File: src/rtl/dacif_pkg.sv
`timescale 1ns/1ps
package dacif_pkg;

  localparam int DEF_DATA_W = 12;
  localparam int DEF_LO_W   = 8;
  localparam int DEF_STAGES = 2;

  // synchronized control bundle, all active low
  typedef struct packed {
    logic lsb_n;
    logic msb_n;
    logic wr_n;
    logic ld_n;
    logic clr_n;
  } ctl_t;

  localparam int CTL_W = $bits(ctl_t);
  localparam logic [CTL_W-1:0] CTL_IDLE = '1;

endpackage

File: src/rtl/dacif_rst_sync.sv
`timescale 1ns/1ps
module dacif_rst_sync #(
  parameter int STAGES = 2
) (
  input  logic clk,
  input  logic rst_n,
  output logic rst_sync_n
);

  logic [STAGES-1:0] chain_q;
  logic [STAGES-1:0] chain_d;

  always_comb begin
    chain_d = {chain_q[STAGES-2:0], 1'b1};
  end

  always_ff @(posedge clk or negedge rst_n) begin
    if (!rst_n) begin
      chain_q <= '0;
    end else begin
      chain_q <= chain_d;
    end
  end

  assign rst_sync_n = chain_q[STAGES-1];

endmodule

File: src/rtl/dacif_sync.sv
`timescale 1ns/1ps
module dacif_sync #(
  parameter int          W       = 5,
  parameter int          STAGES  = 2,
  parameter logic [W-1:0] RST_VAL = '0
) (
  input  logic         clk,
  input  logic         rst_n,
  input  logic [W-1:0] d,
  output logic [W-1:0] q
);

  logic [W-1:0] tap [STAGES];

  for (genvar g = 0; g < STAGES; g++) begin : g_stage
    logic [W-1:0] prv;
    logic [W-1:0] r;

    if (g == 0) begin : g_first
      assign prv = d;
    end else begin : g_next
      assign prv = tap[g-1];
    end

    always_ff @(posedge clk or negedge rst_n) begin
      if (!rst_n) begin
        r <= RST_VAL;
      end else begin
        r <= prv;
      end
    end

    assign tap[g] = r;
  end

  assign q = tap[STAGES-1];

endmodule

File: src/rtl/dacif_latch.sv
`timescale 1ns/1ps
module dacif_latch #(
  parameter int W = 8
) (
  input  logic         clk,
  input  logic         rst_n,
  input  logic         clr,
  input  logic         open,
  input  logic [W-1:0] d,
  output logic [W-1:0] view,
  output logic [W-1:0] q
);

  logic en;

  // transparent view: what a real latch would show this cycle
  always_comb begin
    if (clr) begin
      view = '0;
    end else if (open) begin
      view = d;
    end else begin
      view = q;
    end
    en = clr | open;
  end

  always_ff @(posedge clk or negedge rst_n) begin
    if (!rst_n) begin
      q <= '0;
    end else if (en) begin
      q <= view;
    end
  end

endmodule

File: src/rtl/dbl_buf_dac_if.sv
`timescale 1ns/1ps
module dbl_buf_dac_if
  import dacif_pkg::*;
#(
  parameter int DATA_W      = DEF_DATA_W,
  parameter int LO_W        = DEF_LO_W,
  parameter int SYNC_STAGES = DEF_STAGES
) (
  input  logic              clk,
  input  logic              rst_n,
  input  logic              lsb_sel_n,
  input  logic              msb_sel_n,
  input  logic              wr_n,
  input  logic              ld_n,
  input  logic              clr_n,
  input  logic [DATA_W-1:0] din,
  output logic [DATA_W-1:0] code,
  output logic              upd
);

  localparam int HI_W = DATA_W - LO_W;

  logic              rst_sync_n;
  ctl_t              raw_ctl;
  logic [CTL_W-1:0]  s_ctl_v;
  ctl_t              s_ctl;
  logic [DATA_W-1:0] s_din;

  logic              lo_open;
  logic              hi_open;
  logic              dac_open;
  logic              clr;

  logic [LO_W-1:0]   lo_view;
  logic [LO_W-1:0]   lo_q;
  logic [HI_W-1:0]   hi_view;
  logic [HI_W-1:0]   hi_q;
  logic [DATA_W-1:0] dac_view;
  logic [DATA_W-1:0] dac_q;
  logic              upd_d;
  logic              upd_q;

  dacif_rst_sync #(.STAGES(SYNC_STAGES)) u_rst (
    .clk        (clk),
    .rst_n      (rst_n),
    .rst_sync_n (rst_sync_n)
  );

  always_comb begin
    raw_ctl.lsb_n = lsb_sel_n;
    raw_ctl.msb_n = msb_sel_n;
    raw_ctl.wr_n  = wr_n;
    raw_ctl.ld_n  = ld_n;
    raw_ctl.clr_n = clr_n;
  end

  dacif_sync #(.W(CTL_W), .STAGES(SYNC_STAGES), .RST_VAL(CTL_IDLE)) u_ctl_sync (
    .clk   (clk),
    .rst_n (rst_sync_n),
    .d     (raw_ctl),
    .q     (s_ctl_v)
  );

  // data runs through the same depth so it stays aligned with its strobes
  dacif_sync #(.W(DATA_W), .STAGES(SYNC_STAGES), .RST_VAL('0)) u_din_sync (
    .clk   (clk),
    .rst_n (rst_sync_n),
    .d     (din),
    .q     (s_din)
  );

  assign s_ctl = ctl_t'(s_ctl_v);

  always_comb begin
    clr      = ~s_ctl.clr_n;
    lo_open  = ~s_ctl.lsb_n & ~s_ctl.wr_n;
    hi_open  = ~s_ctl.msb_n & ~s_ctl.wr_n;
    dac_open = ~s_ctl.ld_n  & ~s_ctl.wr_n;
  end

  dacif_latch #(.W(LO_W)) u_lo (
    .clk   (clk),
    .rst_n (rst_sync_n),
    .clr   (clr),
    .open  (lo_open),
    .d     (s_din[LO_W-1:0]),
    .view  (lo_view),
    .q     (lo_q)
  );

  dacif_latch #(.W(HI_W)) u_hi (
    .clk   (clk),
    .rst_n (rst_sync_n),
    .clr   (clr),
    .open  (hi_open),
    .d     (s_din[DATA_W-1:LO_W]),
    .view  (hi_view),
    .q     (hi_q)
  );

  // second stage sees the transparent view of the first: flow-through path
  dacif_latch #(.W(DATA_W)) u_dac (
    .clk   (clk),
    .rst_n (rst_sync_n),
    .clr   (clr),
    .open  (dac_open),
    .d     ({hi_view, lo_view}),
    .view  (dac_view),
    .q     (dac_q)
  );

  always_comb begin
    upd_d = (dac_view != dac_q);
  end

  always_ff @(posedge clk or negedge rst_sync_n) begin
    if (!rst_sync_n) begin
      upd_q <= 1'b0;
    end else begin
      upd_q <= upd_d;
    end
  end

  assign code = dac_q;
  assign upd  = upd_q;

endmodule

File: config.mk
export PLATFORM = sky130hd
export DESIGN_NAME = dbl_buf_dac_if
export DESIGN_NICKNAME = d
export VERILOG_FILES = /design/src/rtl/dacif_pkg.sv /design/src/rtl/dacif_rst_sync.sv /design/src/rtl/dacif_sync.sv /design/src/rtl/dacif_latch.sv /design/src/rtl/dbl_buf_dac_if.sv
export SDC_FILE = /design/constraint.sdc
export NUM_CORES = 1
export LEC_CHECK = 0
export BUFFER_PORTS_ARGS = -buffer_cell sky130_fd_sc_hd__buf_2
export CAP_MARGIN = 10
export CORE_ASPECT_RATIO = 1.75
export CORE_UTILIZATION = 55
export DETAILED_ROUTE_END_ITERATION = 12
export PLACE_DENSITY = 0.77
export REMOVE_ABC_BUFFERS = 1
export SYNTH_ARGS = -nofsm -noshare
export SYNTH_HDL_FRONTEND = slang
export SYNTH_SLANG_ARGS = --single-unit
File: constraint.sdc
create_clock -name clk -period 4 [get_ports clk]
set_clock_uncertainty 0.15 [all_clocks]
set_input_delay 0.4 -clock clk [delete_from_list [all_inputs] [get_ports clk]]
set_output_delay 0.4 -clock clk [all_outputs]
set_load 0.02 [all_outputs]
==> results of run 1 <==
-- flip-flops by register name (all words and copies together) (netlist names) --
register	flops
u_ctl_sync.g_stage.r	5
u_dac.q	12
u_hi.q	4
u_rst.chain_q	2
upd	1
u_din_sync.q	12
u_din_sync.g_stage.r	12
u_ctl_sync.q	5
u_lo.q	8
-- kinds of logic (layout without fill, tap and decap cells) --
group | Yosys count | count (layout)
multiplexers | 13 | 13
buffers and inverters | 9 | 55
AO/OA/AOI/OAI | 51 | 51
AND/OR/NAND/NOR | 42 | 42
flip-flops | 61 | 61
other | 1 | 1
-- metal layers --
metal	track usage	up-vias	wire length [um]
li1	-	698	-
met1	0.2230	695	1503
met2	0.3903	77	2261
met3	0.07368	15	214
met4	0.1558	0	124
met5	0	-	0
-- stage by stage --
step           hold WS [ns]  instances  area, um^2  power (mW)
2_1_floorplan      -0.04559        168        2178      0.7305
3_3_place_gp        0.02945        248        2402      0.7595
3_5_place_dp        0.03564        248        2402      0.7658
4_1_cts            0.004582        270        2670       1.342
5_1_grt           0.0002116        271        2680       1.383
6_report            0.02223        271        2680       1.328
-- worst paths after layout --
check | from | endpoint | slack, ns | cells past startpoint
worst max-delay path | u_ctl_sync.q[0] | upd | 1.26 | 5
worst min-delay path | din[4] | u_din_sync.g_stage[0].r[4] | 0.02 | 1
worst max register to register | u_ctl_sync.q[0] | upd | 1.26 | 5
worst min register to register | u_rst.chain_q[1] | u_din_sync.g_stage[0].r[9] | 0.04 | 0
max in group asynchronous | u_rst.chain_q[1] | u_ctl_sync.q[1] | 2.81 | 1
min in group asynchronous | u_rst.chain_q[1] | u_din_sync.g_stage[0].r[9] | 0.04 | 0
-- synthesized netlist by cell type --
cell	number	area (um^2)
buf_2	1	5.000
a21o_1	1	7.510
or4_1	1	7.510
o22ai_1	1	6.260
dfstp_2	10	262.8
buf_6	3	33.78
a22oi_1	1	7.510
o32a_1	1	10.01
or3_1	1	6.260
nor2_1	4	15.01
a41oi_1	1	8.760
nor3b_1	1	7.510
a21boi_0	12	90.09
dfrtp_1	51	1276
conb_1	1	3.750
nand2_1	32	120.1
and4_1	1	8.760
nand3_1	1	5.000
o32ai_1	3	26.28
o211ai_1	1	7.510
mux2_2	4	45.04
mux2i_1	9	90.09
o21ai_0	21	105.1
or3b_1	1	8.760
o21a_1	3	22.52
clkbuf_1	5	18.77
o21ai_1	4	20.02
a21oi_1	2	10.01
-- power groups by stage --
stage                     combinational [mW]  sequential, mW  clock (mW)
after floorplan                       0.0349           0.696           0
after global placement                0.0734           0.686           0
after detailed placement              0.0762           0.690           0
after CTS                             0.0812           0.679       0.582
after global routing                  0.0896           0.683       0.610
final                                 0.0813           0.679       0.568
-- area by class of cell --
class                      instances  area share
sequential                        61      0.5747
multi-input combinational        107      0.2386
timing repair buffer              39     0.08683
clock inverter                     4     0.02708
clock buffer                      12     0.05042
tap                               48     0.02241
-- cell usage in the layout, fill, tap and decap left out, types with 2 or more instances in the layout --
cell type / n
o21a_1: 3
o32ai_1: 3
nor2_1: 4
dfstp_2: 10
mux2i_1: 9
a21boi_0: 12
a21oi_1: 2
o21ai_1: 4
clkbuf_8: 9
mux2_2: 4
dfrtp_1: 50
o21ai_0: 21
nand2_1: 32
buf_2: 31
dlygate4sd3_1: 7
clkbuf_1: 3
bufinv_16: 2
==> results_dict.tcl, run 1 <==
set metrics [dict create \
    multi_input_area_um2 639.4 \
    wl_per_cell_um 15.14 \
    root_buffer "clkbuf_8" \
    drc 0 \
    syn-mean-instance-area_um2 12.63 \
    fp.dieH_um 86.35 \
    post_cts_buffers 0 \
    cts_tree "done" \
    dieArea_um2 4334 \
    synth_adder_area_share 0 \
    wl_mm 4.103 \
    antenna_cells 0 \
    cts_resized 0 \
    post-route-util 0.6932 \
    cp.arrival_ns 2.79 \
    outcome "completed" \
    fin_nets 237 \
    ctsHoldBuffers 6 \
    initialDrtViolationCount 53 \
    die_w_um 50.20 \
    switching_share 0.2179 \
    fin_tns_setup_ns 0 \
    insertion_delay_ns 0.33 \
    drive_gt1_frac 0.2691 \
    slew_headroom 0.6341 \
    synth-simple-area-share 0.08002 \
    synth_area_um2 2236 \
    hpwlAfterDp_mm 2.794 \
    ant_nets 0 \
    rows 30 \
    rsz0062_at_grt "no" \
    yosysSeqAreaShare 0.6883 \
    synthCells 177 \
    antenna_found_initial 0 \
    synth_seq_cells 61 \
    cp_max_fo 19 \
    worst_slew_pin_slew_ns 0.5489 \
    grt_pass1_wl_mm 6.872 \
    num_vias 1485 \
    gp_congestion 0.8820 \
    clk_path_buf_depth 2 \
    min_period_over_period 0.6861 \
    drv_slew 0 \
    synth_compound_area_frac 0.1438 \
    viasPerCell 5.480 \
    p_int_mw 1.039 \
    port_buffers 31 \
    net-switching-power_mw 0.2894 \
    critical_path.max_stage_delay_ns 0.68 \
    htree_levels 3 \
    power_density_nw_per_um2 495.5 \
    synth_top_family_by_area "compound AO/OA/AOI/OAI gates" \
    gr-total-overflow 0 \
    period_minus_slack_ns 2.744 \
    critPathLaunchType "flip-flop" \
    max_cap_viol_count 0 \
    p_leak_nw 1.249 \
    pwr-share-seq 0.511 \
    grt_start_max_net_pins 42 \
    end_kind "flip-flop" \
    regArea_um2 1540 \
    setup_viol 0 \
    crit_type "reg -> reg" \
    ys_warn_count 0 \
    ir_drop_uv 362.3 \
    pwr-share-clk 0.428 \
    fmax_mhz 364.4 \
    hold_viol_final 0 \
    n_fill_cell 280 \
    clk_pin_slew_ns 0.06 \
    yosys-mux-area-fraction 0.06044 \
    p_comb_frac 0.061 \
    required_ns 4.05 \
    setup_slack_ns 1.256 \
    grt_pass1_vias 1568 \
    path_delay_family "simple AND/OR/NAND/NOR gates" \
    crit_slowest_cell "dfstp_2" \
    synth_xor_area_frac 0 \
    start_util 0.5783 \
    cts_buffers 9 \
    track_usage 0.2266 \
    cts.sinks 61 \
    crit_buf_inv 0 \
    io_pins 32 \
    path_cells "or3b_1 > o21ai_1 > and4_1 > a41oi_1 > or4_1" \
    area_growth_pct 19.87 \
    pre_cts_ws_ns 1.319 \
    hp-class "in -> reg" \
    first_pass_iters 5 \
    ys_types 28 \
    coreArea_um2 3866 \
]
Note: power is estimated with default switching activity, not from simulation.
==> inputs of run 2 (changes only) <==
ABC_AREA = 1   (was not set)
CORE_UTILIZATION = 50   (was 55)
PLACE_DENSITY = 0.74   (was 0.77)
clock period = 2.4 ns   (was 4 ns; I/O delays follow)
==> run 2 against run 1 <==
Synthesized cell count increased by 30%. Register-to-register slack got worse by 0.69 ns. Wire length decreased by 3.6%. Global-route usage decreased by 2.3 points. Critical path type unchanged. Critical endpoint unchanged.
==> results_dict.tcl, run 2 <==
set metrics [dict create \
    outcome "completed" \
    synth_common_cells "nand2_1, dfrtp_1, inv_1, dfstp_2" \
    pwr-share-clk 0.424 \
    synth_seq_cells 61 \
    final_cells 345 \
    clk_pin_slew_ns 0.06 \
    yosysMostFrequentCell "nand2_1" \
    start_util 0.5230 \
    p_int_mw 1.744 \
    yosysSeqAreaShare 0.6681 \
    synth_area_leaders "dfrtp_1, nand2_1, dfstp_2" \
    grt_pass1_wl_mm 6.900 \
    wl_mm 3.956 \
    viasPerCell 4.739 \
    cp_max_fo 15 \
    hpwlAfterDp_mm 2.546 \
    ir_drop_uv 701.4 \
    p_comb_frac 0.080 \
    cts_buffers 9 \
    fp.dieH_um 91.79 \
    num_vias 1635 \
    synthFlopType "dfrtp_1" \
    grt_start_max_net_pins 39 \
    die_w_um 53.31 \
    multi_input_area_um2 606.8 \
    synth_top_area_frac 0.5540 \
    clk_path_buf_depth 2 \
    hold_viol_final 0 \
    n_fill_cell 348 \
    io_pins 32 \
    grt_pass1_vias 1607 \
    fin_tns_setup_ns 0 \
    area_growth_pct 26.29 \
    antenna_cells 0 \
    gr-total-overflow 0 \
    port_buffers 31 \
    pwr-share-seq 0.496 \
    async_flop_share 1.000 \
    layout_commonest_cell "nand2_1" \
    syn-mean-instance-area_um2 10.02 \
    period_minus_slack_ns 1.837 \
    ant_nets 0 \
    p_leak_nw 1.533 \
    crit_type "reg -> reg" \
    insertion_delay_ns 0.33 \
    antenna_found_initial 0 \
    drc 0 \
    regArea_um2 1540 \
    gp_congestion 0.7566 \
    wl_met3_um 185 \
    required_ns 2.47 \
    synthCells 230 \
    coreArea_um2 4404 \
    ys_warn_count 0 \
    power.total_mw 2.244 \
    rsz0062_at_grt "no" \
    first_pass_iters 4 \
    initialDrtViolationCount 50 \
    highest_layer "met4" \
    dpl_cell_area_um2 2521 \
    dieArea_um2 4893 \
    drv_slew 0 \
    drive_gt1_frac 0.2449 \
    fin_nets 308 \
    cts_resized 0 \
    synth_top_area_cell "dfrtp_1" \
    hp-class "in -> async" \
    track_usage 0.2035 \
    drt-met1-wl_mm 1.477 \
    synth_edf_count 0 \
    met2_length_mm 2.164 \
    stdcell_area_um2 2909 \
    rows 32 \
    fmax_mhz 544.3 \
    ys_types 21 \
    mostFrequentLayoutCells "nand2_1, dfrtp_1, inv_1" \
    htree_levels 3 \
    max_cap_viol_count 0 \
    synth_area_um2 2303 \
    cts_tree "done" \
    top_regs "u_dac.q: 12 flops, u_din_sync.g_stage.r: 12 flops, u_din_sync.q: 12 flops" \
    root_buffer "clkbuf_8" \
    power_density_nw_per_um2 771.5 \
    min_period_over_period 0.7655 \
    setup_viol 0 \
    cp.arrival_ns 1.90 \
    critPathLaunchType "flip-flop" \
    dp_cells 311 \
    end_kind "flip-flop" \
    cts.sinks 61 \
    net-switching-power_mw 0.5004 \
    wl_per_cell_um 11.47 \
    switching_share 0.2230 \
]
## run 2: kinds of logic after synthesis
group                  share of synthesized area
and+or+nand+nor                           0.2238
DFF                                       0.6681
other                                   0.001628
AOI/OAI and AO/OA                        0.03802
buffers and inverters                    0.06844
## run 2: power by group through the flow
stage / Clock (mW) / Sequential, mW / Combinational, mW
final: 0.951 / 1.11 / 0.179
after global routing: 1.02 / 1.12 / 0.202
after CTS: 0.972 / 1.11 / 0.180
after detailed placement: 0 / 1.13 / 0.157
after global placement: 0 / 1.13 / 0.154
after floorplan: 0 / 1.15 / 0.0774
## run 2: final timing paths
check / startpoint / end / slack, ns / cells after the start
max: u_ctl_sync.q[2] / upd / 0.56 / 9
min: rst_n / u_rst.chain_q[1] / 0.07 / 2
max reg2reg: u_ctl_sync.q[2] / upd / 0.56 / 9
min reg2reg: u_rst.chain_q[1] / u_lo.q[4] / 0.08 / 0
max in group asynchronous: u_rst.chain_q[1] / u_ctl_sync.g_stage[0].r[1] / 1.40 / 1
min in group clk: u_din_sync.g_stage[0].r[3] / u_din_sync.q[3] / 0.20 / 0
## run 2: what timing repair did
item	in CTS	in global routing
hold buffers	18	0
buffers inserted	0	0
hold endpoints to repair	19	0
## run 2: metrics by stage
step,setup WS (ns),hold WS [ns],utilization
2_1_floorplan,0.4433,-0.2056,-
3_3_place_gp,0.5927,-0.1235,0.5724
3_5_place_dp,0.5550,-0.1237,0.5724
4_1_cts,0.5427,0.05146,0.6605
5_1_grt,0.4381,0.05232,0.6605
6_report,0.5629,0.07167,0.6605
## run 2: cell type report
| class | instances | share of cell area |
|---|---|---|
| well taps | 51 | 0.02194 |
| flip-flops and latches | 61 | 0.5295 |
| repair buffers | 51 | 0.1247 |
| clock inverters | 4 | 0.02495 |
| inverters | 34 | 0.04387 |
| clock buffers | 12 | 0.04645 |
| multi-input cells | 132 | 0.2086 |
## run 2: per-layer routing
metal  global-route usage  vias up
li1                     -      817
met1               0.2113      758
met2               0.3302       48
met3              0.08126       12
met4               0.1184        0
met5                    0        -
## run 2: worst max-delay path, stage by stage (launching register included)
cell     delay, ns
dfstp_2       0.60
nor2_4        0.11
nor2_4        0.21
inv_1         0.16
nand2_1       0.10
nand2_1       0.05
nand2_1       0.07
nand2_1       0.06
nor2_1        0.13
nand3_1       0.09
==> inputs of run 3 (changes only) <==
ABC_AREA = 0   (was 1)
CORE_UTILIZATION = 55   (was 50)
PLACE_DENSITY = 0.77   (was 0.74)
clock period = 1.9 ns   (was 2.4 ns; I/O delays follow)
==> run 3 against run 2 <==
The flow now finishes with violations (negative setup slack). Register-to-register slack lost 0.95 ns. Die area shrank 11%. Sequential share of layout area shrank 2.0 points. Combinational power grew 42%. Hold slack lost 0.055 ns. Core utilization grew 12 points. Cell count shrank 13%. Global-route usage grew 3.3 points. Flip-flop and latch count is the same. Clock power grew 15%. Largest power group unchanged.
==> results_dict.tcl, run 3 (synthesis gave the netlist of run 1 again) <==
set metrics [dict create \
    clk_pin_slew_ns 0.06 \
    post-route-util 0.7812 \
    cp_max_fo 6 \
    setup_slack_ns -0.3891 \
    period_minus_slack_ns 2.289 \
    critPathLaunchType "flip-flop" \
    antenna_found_initial 0 \
    layout_commonest_cell "dfrtp_1" \
    drv_slew 0 \
    outcome "finished, violations left" \
    first_pass_iters 5 \
    cts_tree "done" \
    viasPerCell 5.467 \
    initialDrtViolationCount 55 \
    hold_viol_final 0 \
    worst-r2r-setup-slack_ns -0.39 \
    cp.arrival_ns 2.34 \
    hp-class "in -> async" \
    max_cap_viol_count 0 \
    start_util 0.5783 \
    cts_buffers 9 \
    ant_nets 0 \
    grt_pass1_vias 1698 \
    grt_start_max_net_pins 23 \
    gr-total-overflow 0 \
    top_regs "u_dac.q: 12 flops, u_din_sync.g_stage.r: 12 flops, u_din_sync.q: 12 flops" \
    wl_mm 4.646 \
    clk_path_buf_depth 2 \
    pwr-share-seq 0.514 \
    drc 0 \
    regArea_um2 1540 \
    n_fill_cell 241 \
    wl_per_cell_um 15.49 \
    min_period_over_period 1.205 \
    hpwlAfterDp_mm 2.967 \
    io_pins 32 \
    cts.sinks 61 \
    p_int_mw 2.142 \
    insertion_delay_ns 0.33 \
    slew_headroom 0.6646 \
    crit_start "u_ctl_sync.q[4]" \
    holdWs_ns 0.01712 \
    fin_nets 266 \
    port_buffers 31 \
    antenna_cells 0 \
    power.total_mw 2.771 \
    final_cells 300 \
    multi_input_area_um2 742.0 \
    dp_cells 263 \
    power_density_nw_per_um2 917.5 \
    pwr-share-clk 0.394 \
    rr_worst_depth 5 \
    rsz0062_at_grt "yes" \
    root_buffer "clkbuf_8" \
    p_leak_nw 1.401 \
    rows 30 \
    switching_share 0.2270 \
    setup_viol 1 \
    area_growth_pct 35.09 \
    track_usage 0.2370 \
    fmax_mhz 436.9 \
    end_kind "flip-flop" \
    grt_pass1_wl_mm 7.376 \
    p_comb_frac 0.092 \
    gp_congestion 0.9178 \
    drive_gt1_frac 0.3690 \
    die_w_um 50.20 \
    htree_levels 3 \
    rr_startpoint "u_ctl_sync.q[4]" \
    num_vias 1640 \
    worst_slew_pin_slew_ns 0.5012 \
    fin_tns_setup_ns -0.3891 \
    fp.dieH_um 86.35 \
    ir_drop_uv 739.8 \
    failed_checks "negative setup slack" \
    mostFrequentLayoutCells "dfrtp_1, buf_2, nand2_1" \
    crit_type "reg -> reg" \
    r2r_end "upd" \
    required_ns 1.95 \
    net-switching-power_mw 0.6292 \
    coreArea_um2 3866 \
    dieArea_um2 4334 \
]
==> run 3: cell count changes in the layout (fill, tap and decap cells not counted), moves of 4 or more <==
cell,delta
a21boi_0,+12
a21oi_1,-4
buf_4,+17
inv_1,-32
mux2i_1,+4
nand2_1,-58
nand4_1,-6
o21ai_0,+16
o21ai_2,+4
o22ai_1,-5
==> run 3: per-stage QoR <==
| step | cell area, um^2 | worst slack, ns |
|---|---|---|
| 3_3_place_gp | 2527 | -0.3464 |
| 6_report | 3020 | -0.3891 |
| 5_1_grt | 3020 | -0.4278 |
| 2_1_floorplan | 2178 | -0.4846 |
| 4_1_cts | 2928 | -0.3238 |
| 3_5_place_dp | 2527 | -0.4432 |
==> run 3: repair_timing <==
item / 4_1_cts / 5_1_grt
endpoints found under the hold margin: 19 / 0
setup buffers: 1 / 2
pin swaps: 4 / 3
hold buffers: 18 / 0
resized for setup: 7 / 17
setup endpoints to repair: 1 / 1
==> run 3: worst max path at each step <==
| stage | end | slack (ns) |
|---|---|---|
| global placement | upd | -0.35 |
| detailed placement | upd | -0.44 |
| finish | upd | -0.39 |
| CTS | upd | -0.32 |
| global route | upd | -0.43 |
| floorplan | upd | -0.48 |
==> run 3: power by group through the flow <==
stage | logic (mW) | clock network [mW] | registers (mW)
floorplan | 0.0734 | 0 | 1.46
global placement | 0.189 | 0 | 1.43
detailed placement | 0.195 | 0 | 1.44
CTS | 0.231 | 1.12 | 1.42
global route | 0.275 | 1.16 | 1.43
finish | 0.254 | 1.09 | 1.42
==> run 3: final cells by class <==
type / instances / share of cell area
Sequential cell: 61 / 0.5099
Clock inverter: 2 / 0.01160
Multi-Input combinational cell: 107 / 0.2457
Timing Repair Buffer: 68 / 0.1624
Clock buffer: 14 / 0.05054
Tap cell: 48 / 0.01988
==> run 3: layer usage <==
| layer | vias up | wire length (um) | global-route usage |
|---|---|---|---|
| li1 | 754 | - | - |
| met2 | 65 | 2542 | 0.4085 |
| met3 | 19 | 174 | 0.06316 |
| met1 | 802 | 1742 | 0.2421 |
| met4 | 0 | 187 | 0.1636 |
| met5 | - | 0 | 0 |
==> run 3: critical path, cell delays in order (launching register included) <==
cell     delay [ns]
dfstp_2        0.64
buf_12         0.15
mux2i_4        0.25
o32ai_1        0.10
or3_1          0.35
or4_1          0.51
